--- config.mk ---
export PLATFORM = sky130hd
export DESIGN_NAME = sdram_burst_colmask
export DESIGN_NICKNAME = d
export VERILOG_FILES = /design/src/rtl/sdram_burst_pkg.sv /design/src/rtl/sdram_mode_decode.sv /design/src/rtl/sdram_col_gen.sv /design/src/rtl/sdram_byte_mask.sv /design/src/rtl/sdram_burst_colmask.sv
export SDC_FILE = /design/constraint.sdc
export NUM_CORES = 1
export LEC_CHECK = 0
export CORE_ASPECT_RATIO = 0.8
export CORE_MARGIN = 4
export CORE_UTILIZATION = 52
export CTS_CLUSTER_SIZE = 25
export DETAILED_ROUTE_END_ITERATION = 10
export PLACE_DENSITY = 0.78
export SLEW_MARGIN = 20
export SYNTH_ARGS = -nofsm -noshare
export SYNTH_HDL_FRONTEND = slang
export SYNTH_HIERARCHICAL = 1
export SYNTH_SLANG_ARGS = --single-unit
--- constraint.sdc ---
create_clock -name clk_i -period 2.28 [get_ports clk_i]
set_input_delay 0.456 -clock clk_i [delete_from_list [all_inputs] [get_ports clk_i]]
set_output_delay 0.456 -clock clk_i [all_outputs]
set_load 0.005 [all_outputs]
--- src/rtl/sdram_burst_pkg.sv ---
package sdram_burst_pkg;
  localparam int MR_LEN_LSB     = 0;
  localparam int MR_ORD_BIT     = 3;
  localparam int MR_WSINGLE_BIT = 9;

  typedef enum logic {
    ORD_SEQ  = 1'b0,
    ORD_INTL = 1'b1
  } burst_order_e;

  typedef struct packed {
    logic         full;
    burst_order_e order;
    logic         wr_single;
  } burst_cfg_t;
endpackage

--- src/rtl/sdram_mode_decode.sv ---
module sdram_mode_decode
  import sdram_burst_pkg::*;
#(
  parameter int COL_W = 8,
  parameter int OP_W  = 11
) (
  input  logic             clk_i,
  input  logic             rst_ni,
  input  logic             load_i,
  input  logic [OP_W-1:0]  op_i,
  output logic [COL_W-1:0] len_mask_o,
  output burst_cfg_t       cfg_o
);
  logic [COL_W-1:0] mask_d;
  logic             full_d;
  logic [2:0]       len_code;
  logic             unused_op_bits;

  assign len_code = op_i[MR_LEN_LSB +: 3];
  assign unused_op_bits = ^{op_i[OP_W-1:MR_WSINGLE_BIT+1],
                            op_i[MR_WSINGLE_BIT-1:MR_ORD_BIT+1]};

  always_comb begin
    mask_d = '0;
    full_d = 1'b0;
    case (len_code)
      3'b000, 3'b001, 3'b010, 3'b011: begin
        for (int i = 0; i < COL_W; i++) mask_d[i] = (i < int'(len_code[1:0]));
      end
      3'b111: begin
        mask_d = '1;
        full_d = 1'b1;
      end
      default: mask_d = '0;  // reserved lengths fall back to a single beat
    endcase
  end

  always_ff @(posedge clk_i or negedge rst_ni) begin
    if (!rst_ni) begin
      len_mask_o <= '0;
      cfg_o      <= '{full: 1'b0, order: ORD_SEQ, wr_single: 1'b0};
    end else if (load_i) begin
      len_mask_o      <= mask_d;
      cfg_o.full      <= full_d;
      cfg_o.order     <= burst_order_e'(op_i[MR_ORD_BIT]);
      cfg_o.wr_single <= op_i[MR_WSINGLE_BIT];
    end
  end
endmodule

--- src/rtl/sdram_col_gen.sv ---
module sdram_col_gen
  import sdram_burst_pkg::*;
#(
  parameter int COL_W = 8
) (
  input  logic             clk_i,
  input  logic             rst_ni,
  input  logic             start_i,
  input  logic             start_wr_i,
  input  logic             start_ap_i,
  input  logic [COL_W-1:0] start_col_i,
  input  logic             stop_i,
  input  logic [COL_W-1:0] len_mask_i,
  input  burst_cfg_t       cfg_i,
  output logic [COL_W-1:0] col_o,
  output logic             valid_o,
  output logic             write_o,
  output logic             ap_req_o,
  output logic [COL_W-1:0] cur_mask_o,
  output logic             cur_full_o
);
  logic             active_q, full_q, intl_q, wr_q, ap_q, ap_req_q;
  logic [COL_W-1:0] beat_q, base_q, mask_q;
  logic [COL_W-1:0] low_bits;
  logic             last_beat, single_wr;

  assign single_wr = start_wr_i && cfg_i.wr_single;
  assign last_beat = !full_q && (beat_q == mask_q);

  always_ff @(posedge clk_i or negedge rst_ni) begin
    if (!rst_ni) begin
      active_q <= 1'b0;
      beat_q   <= '0;
      base_q   <= '0;
      mask_q   <= '0;
      full_q   <= 1'b0;
      intl_q   <= 1'b0;
      wr_q     <= 1'b0;
      ap_q     <= 1'b0;
      ap_req_q <= 1'b0;
    end else begin
      ap_req_q <= active_q && !start_i && !stop_i && last_beat && ap_q;
      if (start_i) begin
        active_q <= 1'b1;
        beat_q   <= '0;
        base_q   <= start_col_i;
        mask_q   <= single_wr ? '0 : len_mask_i;
        full_q   <= cfg_i.full && !single_wr;
        intl_q   <= (cfg_i.order == ORD_INTL) && !cfg_i.full;
        wr_q     <= start_wr_i;
        ap_q     <= start_ap_i;
      end else if (active_q) begin
        if (stop_i || last_beat) active_q <= 1'b0;
        else                     beat_q   <= beat_q + 1'b1;
      end
    end
  end

  // low bits wrap inside the aligned block; full page uses an all-ones mask
  assign low_bits   = intl_q ? (base_q ^ beat_q) : (base_q + beat_q);
  assign col_o      = (base_q & ~mask_q) | (low_bits & mask_q);
  assign valid_o    = active_q;
  assign write_o    = active_q && wr_q;
  assign ap_req_o   = ap_req_q;
  assign cur_mask_o = mask_q;
  assign cur_full_o = full_q;
endmodule

--- src/rtl/sdram_byte_mask.sv ---
module sdram_byte_mask #(
  parameter int BYTES  = 4,
  parameter int RD_LAT = 2
) (
  input  logic             clk_i,
  input  logic             rst_ni,
  input  logic [BYTES-1:0] dqm_i,
  input  logic             beat_wr_i,
  input  logic             rd_drive_i,
  output logic [BYTES-1:0] wr_be_o,
  output logic [BYTES-1:0] rd_oe_o
);
  // capture stage plus RD_LAT delay stages
  localparam int PIPE_D = RD_LAT + 1;

  logic [BYTES-1:0] pipe_q [PIPE_D];

  for (genvar g = 0; g < PIPE_D; g++) begin : g_stage
    always_ff @(posedge clk_i or negedge rst_ni) begin
      if (!rst_ni)     pipe_q[g] <= '1;
      else if (g == 0) pipe_q[g] <= dqm_i;
      else             pipe_q[g] <= pipe_q[(g == 0) ? 0 : g-1];
    end
  end

  assign wr_be_o = {BYTES{beat_wr_i}} & ~dqm_i;
  assign rd_oe_o = {BYTES{rd_drive_i}} & ~pipe_q[PIPE_D-1];
endmodule

--- src/rtl/sdram_burst_colmask.sv ---
module sdram_burst_colmask
  import sdram_burst_pkg::*;
#(
  parameter int COL_W  = 8,
  parameter int DATA_W = 32,
  parameter int BYTE_W = 8,
  parameter int OP_W   = 11,
  parameter int RD_LAT = 2
) (
  input  logic                      clk_i,
  input  logic                      rst_ni,
  input  logic                      mode_load_i,
  input  logic [OP_W-1:0]           mode_op_i,
  input  logic                      start_i,
  input  logic                      start_write_i,
  input  logic                      start_ap_i,
  input  logic [COL_W-1:0]          start_col_i,
  input  logic                      stop_i,
  input  logic [DATA_W/BYTE_W-1:0]  dqm_i,
  input  logic                      rd_drive_i,
  output logic [COL_W-1:0]          col_o,
  output logic                      col_valid_o,
  output logic                      col_write_o,
  output logic [DATA_W/BYTE_W-1:0]  wr_byte_en_o,
  output logic [DATA_W/BYTE_W-1:0]  rd_oe_o,
  output logic                      ap_req_o
);
  localparam int BYTES = DATA_W / BYTE_W;

  logic [COL_W-1:0] len_mask;
  burst_cfg_t       cfg;
  logic [COL_W-1:0] cur_mask;
  logic             cur_full;

  sdram_mode_decode #(.COL_W(COL_W), .OP_W(OP_W)) i_mode (
    .clk_i      (clk_i),
    .rst_ni     (rst_ni),
    .load_i     (mode_load_i),
    .op_i       (mode_op_i),
    .len_mask_o (len_mask),
    .cfg_o      (cfg)
  );

  sdram_col_gen #(.COL_W(COL_W)) i_col (
    .clk_i       (clk_i),
    .rst_ni      (rst_ni),
    .start_i     (start_i),
    .start_wr_i  (start_write_i),
    .start_ap_i  (start_ap_i),
    .start_col_i (start_col_i),
    .stop_i      (stop_i),
    .len_mask_i  (len_mask),
    .cfg_i       (cfg),
    .col_o       (col_o),
    .valid_o     (col_valid_o),
    .write_o     (col_write_o),
    .ap_req_o    (ap_req_o),
    .cur_mask_o  (cur_mask),
    .cur_full_o  (cur_full)
  );

  sdram_byte_mask #(.BYTES(BYTES), .RD_LAT(RD_LAT)) i_mask (
    .clk_i      (clk_i),
    .rst_ni     (rst_ni),
    .dqm_i      (dqm_i),
    .beat_wr_i  (col_write_o),
    .rd_drive_i (rd_drive_i),
    .wr_be_o    (wr_byte_en_o),
    .rd_oe_o    (rd_oe_o)
  );
endmodule

==> results of run 1 <==
[final timing paths]
check	start	end	slack [ns]	cells after the start
max	i_col/beat_q[5]$_DFFE_PN0P_	col_o[7]	-0.26	7
min	rst_ni	i_col/beat_q[1]$_DFFE_PN0P_	0.11	1
max reg2reg	i_col/beat_q[1]$_DFFE_PN0P_	i_col/beat_q[4]$_DFFE_PN0P_	0.15	9
min reg2reg	i_mask/pipe_q[8]$_DFF_PN1_	i_mask/pipe_q[4]$_DFF_PN1_	0.35	0
max in group asynchronous	rst_ni	i_mask/pipe_q[2]$_DFF_PN1_	1.52	2
min in group clk_i	i_mask/pipe_q[8]$_DFF_PN1_	i_mask/pipe_q[4]$_DFF_PN1_	0.35	0
[synth_stat cells (all sizes together)]
cell type   n
a21boi      1
a21o        2
a21oi      14
a221oi      1
a311oi      3
a31o        3
a31oi       2
and2        2
and2b       8
and3        3
buf         8
clkbuf      3
dfrtp      36
dfstp      12
fa          1
ha          8
inv        20
mux2       13
mux2i       1
nand2      17
nand2b      4
nand3       4
nand3b      3
nand4       4
nor2       14
nor2b       4
nor3        2
nor4        2
nor4b       1
o211a       1
o211ai      1
o21a        1
o21ai      19
o22ai       1
or2         1
or2b        1
xnor2       8
xor2        7
[stage by stage]
stage	worst slack [ns]	utilization, %	hold slack, ns	instance area [um2]	instances
5_1_grt	-0.366	73.1	0.116	3360	372
3_3_place_gp	-0.398	68.3	0.346	3140	356
4_1_cts	-0.277	71.9	0.0904	3310	370
2_1_floorplan	0.160	-	0.160	2490	236
3_5_place_dp	-0.476	68.3	0.347	3140	356
6_report	-0.262	73.1	0.109	3360	372
[where the power goes]
part | internal, uW | switching, uW | total (uW)
sequential | 920 | 48.8 | 969
clock | 215 | 257 | 472
combinational | 271 | 226 | 498
[flip-flops by register name, summed over array words and instances, names as in the netlist]
register,flops
i_mask/pipe_q,12
i_col/valid_o,1
i_col/cur_full_o,1
i_col/beat_q,8
i_col/ap_q,1
i_mode/cfg_o,3
i_col/cur_mask_o,8
i_mode/len_mask_o,3
i_col/ap_req_o,1
i_col/wr_q,1
i_col/intl_q,1
i_col/base_q,8
[layer usage]
layer,routed length (um),share of wire [%],track usage (%),vias to the layer above
met5,0,0,0,-
met4,70,1.3,6.15,0
met3,234,4.3,4.60,8
met2,2580,48,31.4,37
met1,2520,47,24.7,930
li1,-,-,-,954
[worst max-delay path, delay by kind of cell (launching register included)]
| family | cells | cell delay (ns) |
|---|---|---|
| compound gates | 5 | 0.89 |
| flops | 1 | 0.42 |
| buf+inv | 1 | 0.14 |
| fa+ha+maj | 1 | 0.32 |
[cell type report]
type / instances / area (um2) / share of cell area, %
Timing Repair Buffer: 79 / 681 / 20.3
Clock buffer: 7 / 76.3 / 2.27
Tap cell: 60 / 75.1 / 2.23
Multi-Input combinational cell: 157 / 1230 / 36.6
Sequential cell: 48 / 1220 / 36.2
Inverter: 20 / 75.1 / 2.23
Clock inverter: 1 / 5.00 / 0.149
[what timing repair did]
action,CTS,global route
pin swaps,18,9
buffers inserted,6,2
setup endpoints to repair,7,7
gates resized for setup,49,7
[cells by family after synthesis]
group | count (synthesis)
compound gates | 49
xor+xnor | 15
fa+ha+maj | 9
buf+inv | 31
flops | 48
mux | 14
simple gates | 70
==> impl_metrics.ini, run 1 <==
[status]
outcome = finished, violations left
violations = negative setup slack

[cts]
clk_pin_slew_ns = 0.08
cts_tree = yes
ctsHoldBuffers = 0
root_buffer = clkbuf_8
h-tree-depth = 2
cts_buffers = 5
cts_buffer_depth = 2
cts_num_sinks = 48
clkLatencyLatePin_ns = 0.30

[setup_path]
path_max_fanout = 2
worst_setup_path_end_kind = primary output
cp_slowest_stage_delay_ns = 0.42
start_kind = register
crit_type = register to primary output
crit_slowest_cell = dfrtp_1
cp.required_ns = 1.82
crit_chain = ha_1 > o21a_1 > o21ai_1 > a31o_2 > a311oi_2 > a221oi_2 > buf_2
crit_arrival_ns = 2.09

[grt]
grt_pass1_wl_um = 8870
overflow = 0
grt_pass1_vias = 1916
antenna_found_initial = 0
grt_max_degree = 37
grt.total_usage_pct = 19.0

[yosys]
avgSynthCellArea_um2 = 10.6
synth_top_area_cell = dfrtp_1
synthSimpleGateAreaFrac_pct = 16.1
synthMuxAreaShare_pct = 6.58
synth_top_area_share_pct = 36.2
syn_area_um2 = 2490
synthCells = 236
synth-compound-area-share_pct = 12.4
ys_seq_area_share_pct = 48.8
synth-xor-area-share_pct = 5.27
synth.area.top_cells = dfrtp_1 36%, dfstp_2 13%, mux2_2 4.1%
ys_ff_latch = 48
synth_top_family_by_area = simple AND/OR/NAND/NOR gates
synthDistinctLibCells = 44
synth_fa_ha_area_share_pct = 4.82
yosysWarnings = 6
synth_nets = 276

[floorplanning]
design.core.area_um2 = 4600
num_rows = 22
die_x_um = 85.4
die_area_um2 = 5970
io_pins = 50
die_y_um = 69.9
start_util_pct = 54.2

[route]
num_vias = 1929
ant_nets = 0
routedWlPerCell_um = 14.6
routed_wl_um = 5410
firstDrtPassIters = 4
avgViaCountPerCell = 5.19
drt_iter0_markers = 103
drc = 0

[cells_and_area]
drive_above_1_share_pct = 33.3
diodes = 0
fillers = 327
nets = 351
layout_common_cells = 36 x dfrtp_1, 35 x clkdlybuf4s50_1, 33 x buf_4
layout_commonest_cell = dfrtp_1
areaGrowthSynthToFinish_pct = 34.9

[power]
p_leak_uw = 0.00151
p_total_uw = 1940
power_density_nw_per_um2 = 577
ir_drop_mv = 0.460

[timing]
finalSetupTns_ns = -0.829
setup_viol = 6
fin_skew_ns = 0.00752
relSlewSlack_pct = 68.2
final_hold_viol_count = 0
post-route-min-period_ns = 2.54
rsz0062_at_grt = yes
tightest_slew_ns = 0.478
worst_slack_ns = -0.262
max_freq_mhz = 393
finalCritPeriodShare_pct = 111
drv_slew = 0

[flow_run]
cap_violations = 0

[placement]
gp_congestion = 0.850
io_buffers = 43
hpwl_um = 3970

[min_path]
hold_path_class = input port to asynchronous set/reset pin
(Power assumes the default switching activity.)
==> inputs of run 2 (changes only) <==
ABC_AREA = 0   (was not set)
CORE_UTILIZATION = 40   (was 52)
CTS_CLUSTER_SIZE = not set   (was 25)
PLACE_DENSITY = 0.62   (was 0.78)
==> run 2 against run 1 <==
Effect of this change:
- the flow still finishes with violations (negative setup slack)
- clock skew increased by 0.0052 ns
- flip-flop and latch count unchanged
- sequential share of layout area shrank 2.0 points
- cell count is 6.5% higher
- total power up 13%
- non-clock buffer count up 3
- clock-buffer cell count up 1
- global-route usage is 2.8 points lower
- critical path type unchanged
- highest routed layer unchanged
==> impl_metrics.ini, run 2 (same netlist as run 1, synthesis figures left out) <==
[cts]
h-tree-depth = 2
clk_pin_slew_ns = 0.10
ctsHoldBuffers = 0
cts_num_sinks = 48
cts_buffer_depth = 2
clkLatencyLatePin_ns = 0.31
root_buffer = clkbuf_8
cts_tree = yes
cts_buffers = 5

[route]
routed_wl_um = 5800
ant_nets = 0
avgViaCountPerCell = 4.85
firstDrtPassIters = 4
drt_iter0_markers = 89
drc = 0
num_vias = 1922
routedWlPerCell_um = 14.7

[cells_and_area]
largest_reg_flops = 12
final_area_um2 = 3550
nets = 354
diodes = 0
fin_cells = 396
layout_common_cells = 36 x dfrtp_1, 35 x buf_4, 34 x clkdlybuf4s50_1
final_util_pct = 59.5
layout_commonest_cell = dfrtp_1
drive_above_1_share_pct = 36.8
areaGrowthSynthToFinish_pct = 42.6
top_register = i_mask/pipe_q

[timing]
tightest_slew_ns = 0.537
final_hold_viol_count = 0
rsz0062_at_grt = yes
finalCritPeriodShare_pct = 114
max_freq_mhz = 385
setup_viol = 5
finalSetupTns_ns = -0.936
worst_slack_ns = -0.320
hold_slack_ns = 0.120
drv_slew = 0
post-route-min-period_ns = 2.60
fin_skew_ns = 0.0128
relSlewSlack_pct = 64.1

[setup_path]
path_max_fanout = 2
worst_setup_path_end_kind = primary output
path_buf_inv = 3
cp_slowest_stage_delay_ns = 0.41
crit_chain = buf_6 > inv_2 > fa_2 > nor2b_2 > o21ai_2 > a21oi_2 > xnor2_2 > a21oi_2 > buf_2
crit_slowest_cell = dfrtp_1
cp_num_cells = 9
r2r_cells = 8
crit_arrival_ns = 2.14
start_kind = register
cp_common_cell = a21oi_2
crit_type = register to primary output
cp.required_ns = 1.82
cpLargestDelayFamily = compound AO/OA/AOI/OAI gates

[power]
netSwitchingPower_uw = 578
power_density_nw_per_um2 = 618
p_leak_uw = 0.00157
ir_drop_mv = 0.376
clock_power_share_pct = 32.5
seqPwrFrac_pct = 44.2
switching_share_pct = 26.3
power.internal_uw = 1620
combPwrFrac_pct = 23.4

[grt]
grt_pass1_vias = 2017
grt.total_usage_pct = 16.3
overflow = 0
grt_max_degree = 49
antenna_found_initial = 0
grt_pass1_wl_um = 9460

[placement]
dp.cells = 380
placed_area_um2 = 3200
hpwl_um = 3940
io_buffers = 43
gp_congestion = 0.810

[floorplanning]
start_util_pct = 41.7
num_rows = 25
io_pins = 50
design.core.area_um2 = 5970
die_x_um = 96.2
die_y_um = 78.6
die_area_um2 = 7560

[flow_run]
cap_violations = 0

[status]
violations = negative setup slack
outcome = finished, violations left

[min_path]
hold_path_class = input port to asynchronous set/reset pin
## run 2: cell types whose count changed in the layout (fill, tap and decap cells not counted), moves of 2 or more
cell	delta
ha_4	+2
clkbuf_16	+3
xnor2_1	-3
a21oi_1	-2
ha_1	-2
buf_4	+2
clkbuf_1	-2
a21oi_4	+3
xnor2_2	+3
nor2_2	+2
## run 2: what timing repair did
action / CTS / global route
endpoints found under the setup margin: 7 / 7
pin swaps: 16 / 19
gates resized for setup: 45 / 21
hold endpoints to repair: 0 / 0
buffers inserted: 7 / 2
## run 2: cell type report
class | instances | area (um2)
Multi-Input combinational cell | 157 | 1300
Sequential cell | 48 | 1220
Tap cell | 81 | 101
Fill cell | 500 | 2420
Clock buffer | 8 | 144
Timing Repair Buffer | 82 | 718
Inverter | 20 | 75.1
## run 2: final timing paths
check,end,slack (ns),from
worst max-delay path,col_o[4],-0.32,i_col/beat_q[1]$_DFFE_PN0P_
min in group clk_i,i_mask/pipe_q[3]$_DFF_PN1_,0.36,i_mask/pipe_q[7]$_DFF_PN1_
worst min-delay path,i_col/beat_q[1]$_DFFE_PN0P_,0.12,rst_ni
worst min register to register,i_mask/pipe_q[3]$_DFF_PN1_,0.36,i_mask/pipe_q[7]$_DFF_PN1_
max in group asynchronous,i_mask/pipe_q[2]$_DFF_PN1_,1.88,rst_ni
worst max register to register,i_col/beat_q[6]$_DFFE_PN0P_,0.24,i_col/beat_q[1]$_DFFE_PN0P_
## run 2: through the flow
stage / setup WS, ns / total power (uW)
after CTS: -0.290 / 2190
after global routing: -0.380 / 2310
after floorplan: 0.160 / 1210
final: -0.320 / 2190
after global placement: -0.461 / 1450
after detailed placement: -0.475 / 1450
## run 2: power by group through the flow
stage / combinational [uW] / sequential [uW] / clock (uW)
5_1_grt: 563 / 979 / 766
2_1_floorplan: 236 / 973 / 0
6_report: 513 / 969 / 712
3_5_place_dp: 477 / 978 / 0
4_1_cts: 492 / 965 / 736
3_3_place_gp: 469 / 977 / 0
## run 2: layer usage
metal	wire, um	track usage [%]	vias up
li1	-	-	955
met1	2790	22.4	906
met2	2660	25.1	54
met3	280	3.45	7
met4	76	5.97	0
met5	0	0	-
==> inputs of run 3 (changes only) <==
CORE_ASPECT_RATIO = 2   (was 0.8)
==> run 3 against run 2 <==
Effect of this change:
- the run still ends with negative setup slack left
- register-to-register slack got worse by 0.06 ns
- worst setup slack improved by 0.16 ns
- flip-flop and latch count unchanged
- clock skew decreased by 0.0097 ns
- highest routed layer unchanged
==> impl_metrics.ini, run 3 (same netlist as run 1, synthesis figures left out) <==
[power]
p_leak_uw = 0.00151
ir_drop_mv = 0.568
power_density_nw_per_um2 = 635

[cells_and_area]
nets = 349
diodes = 0
final_util_pct = 57.4
drive_above_1_share_pct = 33.2
top_register = i_mask/pipe_q
layout_common_cells = 36 x dfrtp_1, 35 x clkdlybuf4s50_1, 31 x buf_4
largest_reg_flops = 12
layout_commonest_cell = dfrtp_1
fillers = 523
areaGrowthSynthToFinish_pct = 39.5

[route]
ant_nets = 0
firstDrtPassIters = 3
drt_iter0_markers = 35
avgViaCountPerCell = 4.89
num_vias = 1928
drc = 0
routedWlPerCell_um = 14.6
routed_wl_um = 5740

[timing]
post-route-min-period_ns = 2.44
max_freq_mhz = 409
relSlewSlack_pct = 62.3
rsz0062_at_grt = yes
finalCritPeriodShare_pct = 107
hold_slack_ns = 0.156
worst_slack_ns = -0.162
drv_slew = 0
final_hold_viol_count = 0
fin_skew_ns = 0.00305
tightest_slew_ns = 0.565
setup_viol = 6
finalSetupTns_ns = -0.648

[cts]
root_buffer = clkbuf_16
cts_buffers = 5
clk_pin_slew_ns = 0.07
cts_tree = yes
clkLatencyLatePin_ns = 0.29
h-tree-depth = 2
cts_num_sinks = 48
ctsHoldBuffers = 0
cts_buffer_depth = 2

[setup_path]
path_max_fanout = 3
r2r_cells = 7
start_kind = register
r2r-start = i_col/beat_q[2]$_DFFE_PN0P_
worst_setup_path_end_kind = primary output
crit_arrival_ns = 1.99
cp.required_ns = 1.82
rr_endpoint = i_col/beat_q[4]$_DFFE_PN0P_
crit_type = register to primary output
r2r_slack_ns = 0.18

[status]
violations = negative setup slack
outcome = finished, violations left

[grt]
grt_pass1_wl_um = 9350
grt_max_degree = 26
grt.total_usage_pct = 16.2
antenna_found_initial = 0
grt_pass1_vias = 1998
overflow = 0

[placement]
io_buffers = 43
gp_congestion = 0.828
hpwl_um = 4270

[floorplanning]
die_y_um = 120
num_rows = 40
start_util_pct = 41.1
die_x_um = 63.8
io_pins = 50
die_area_um2 = 7630
design.core.area_um2 = 6060

[flow_run]
cap_violations = 0

[min_path]
hold_path_class = input port to asynchronous set/reset pin
run 3: final cells by class:
| type | instances | area [um2] | area share [%] |
|---|---|---|---|
| inverter | 20 | 75.1 | 2.16 |
| clock inverter | 2 | 15.0 | 0.432 |
| clock buffer | 6 | 139 | 4.00 |
| timing repair buffer | 77 | 669 | 19.3 |
| sequential | 48 | 1220 | 35.0 |
| multi-input combinational | 157 | 1260 | 36.1 |
| tap | 84 | 105 | 3.02 |
run 3: critical path, stage by stage (launching register included):
cell	delay (ns)
dfrtp_1	0.39
ha_2	0.21
buf_6	0.11
a21o_1	0.21
o21ai_4	0.18
a31o_4	0.19
a311oi_2	0.09
a221oi_2	0.17
buf_2	0.15
run 3: metal layers:
layer	up-vias	part of all wire, %	global-route usage [%]
met5	-	0	0
li1	948	-	-
met3	7	2.2	2.62
met2	23	61	31.0
met1	950	34	15.8
met4	0	2.6	8.53
run 3: through the flow:
stage | std cells | power, uW | worst slack [ns] | area, um2
after floorplan | 236 | 1210 | 0.160 | 2490
after CTS | 392 | 2220 | -0.236 | 3370
final | 394 | 2210 | -0.162 | 3480
after global placement | 383 | 1440 | -0.398 | 3190
after global routing | 394 | 2330 | -0.298 | 3480
after detailed placement | 383 | 1450 | -0.423 | 3190
run 3: where the power goes:
group          leakage, uW  internal, uW  total (uW)  switching, uW
registers         0.000588           921         970           49.0
logic             0.000853           266         483            217
clock network    0.0000691           436         756            320
run 3: what timing repair did:
| item | 4_1_cts | 5_1_grt |
|---|---|---|
| endpoints found under the setup margin | 7 | 7 |
| resized for setup | 36 | 16 |
| pin swaps | 16 | 13 |
| buffers inserted | 1 | 3 |
run 3: how the worst max path moves through the flow:
stage | start | end | slack [ns] | cells after the start
2_1_floorplan | i_col/beat_q[1]$_DFFE_PN0P_ | col_o[7] | 0.16 | 6
3_3_place_gp | i_col/base_q[4]$_DFFE_PN0P_ | col_o[7] | -0.40 | 8
3_5_place_dp | i_col/beat_q[4]$_DFFE_PN0P_ | col_o[7] | -0.42 | 8
4_1_cts | i_col/base_q[0]$_DFFE_PN0P_ | col_o[7] | -0.24 | 9
5_1_grt | i_col/base_q[4]$_DFFE_PN0P_ | col_o[7] | -0.30 | 8
6_report | i_col/beat_q[0]$_DFFE_PN0P_ | col_o[7] | -0.16 | 8
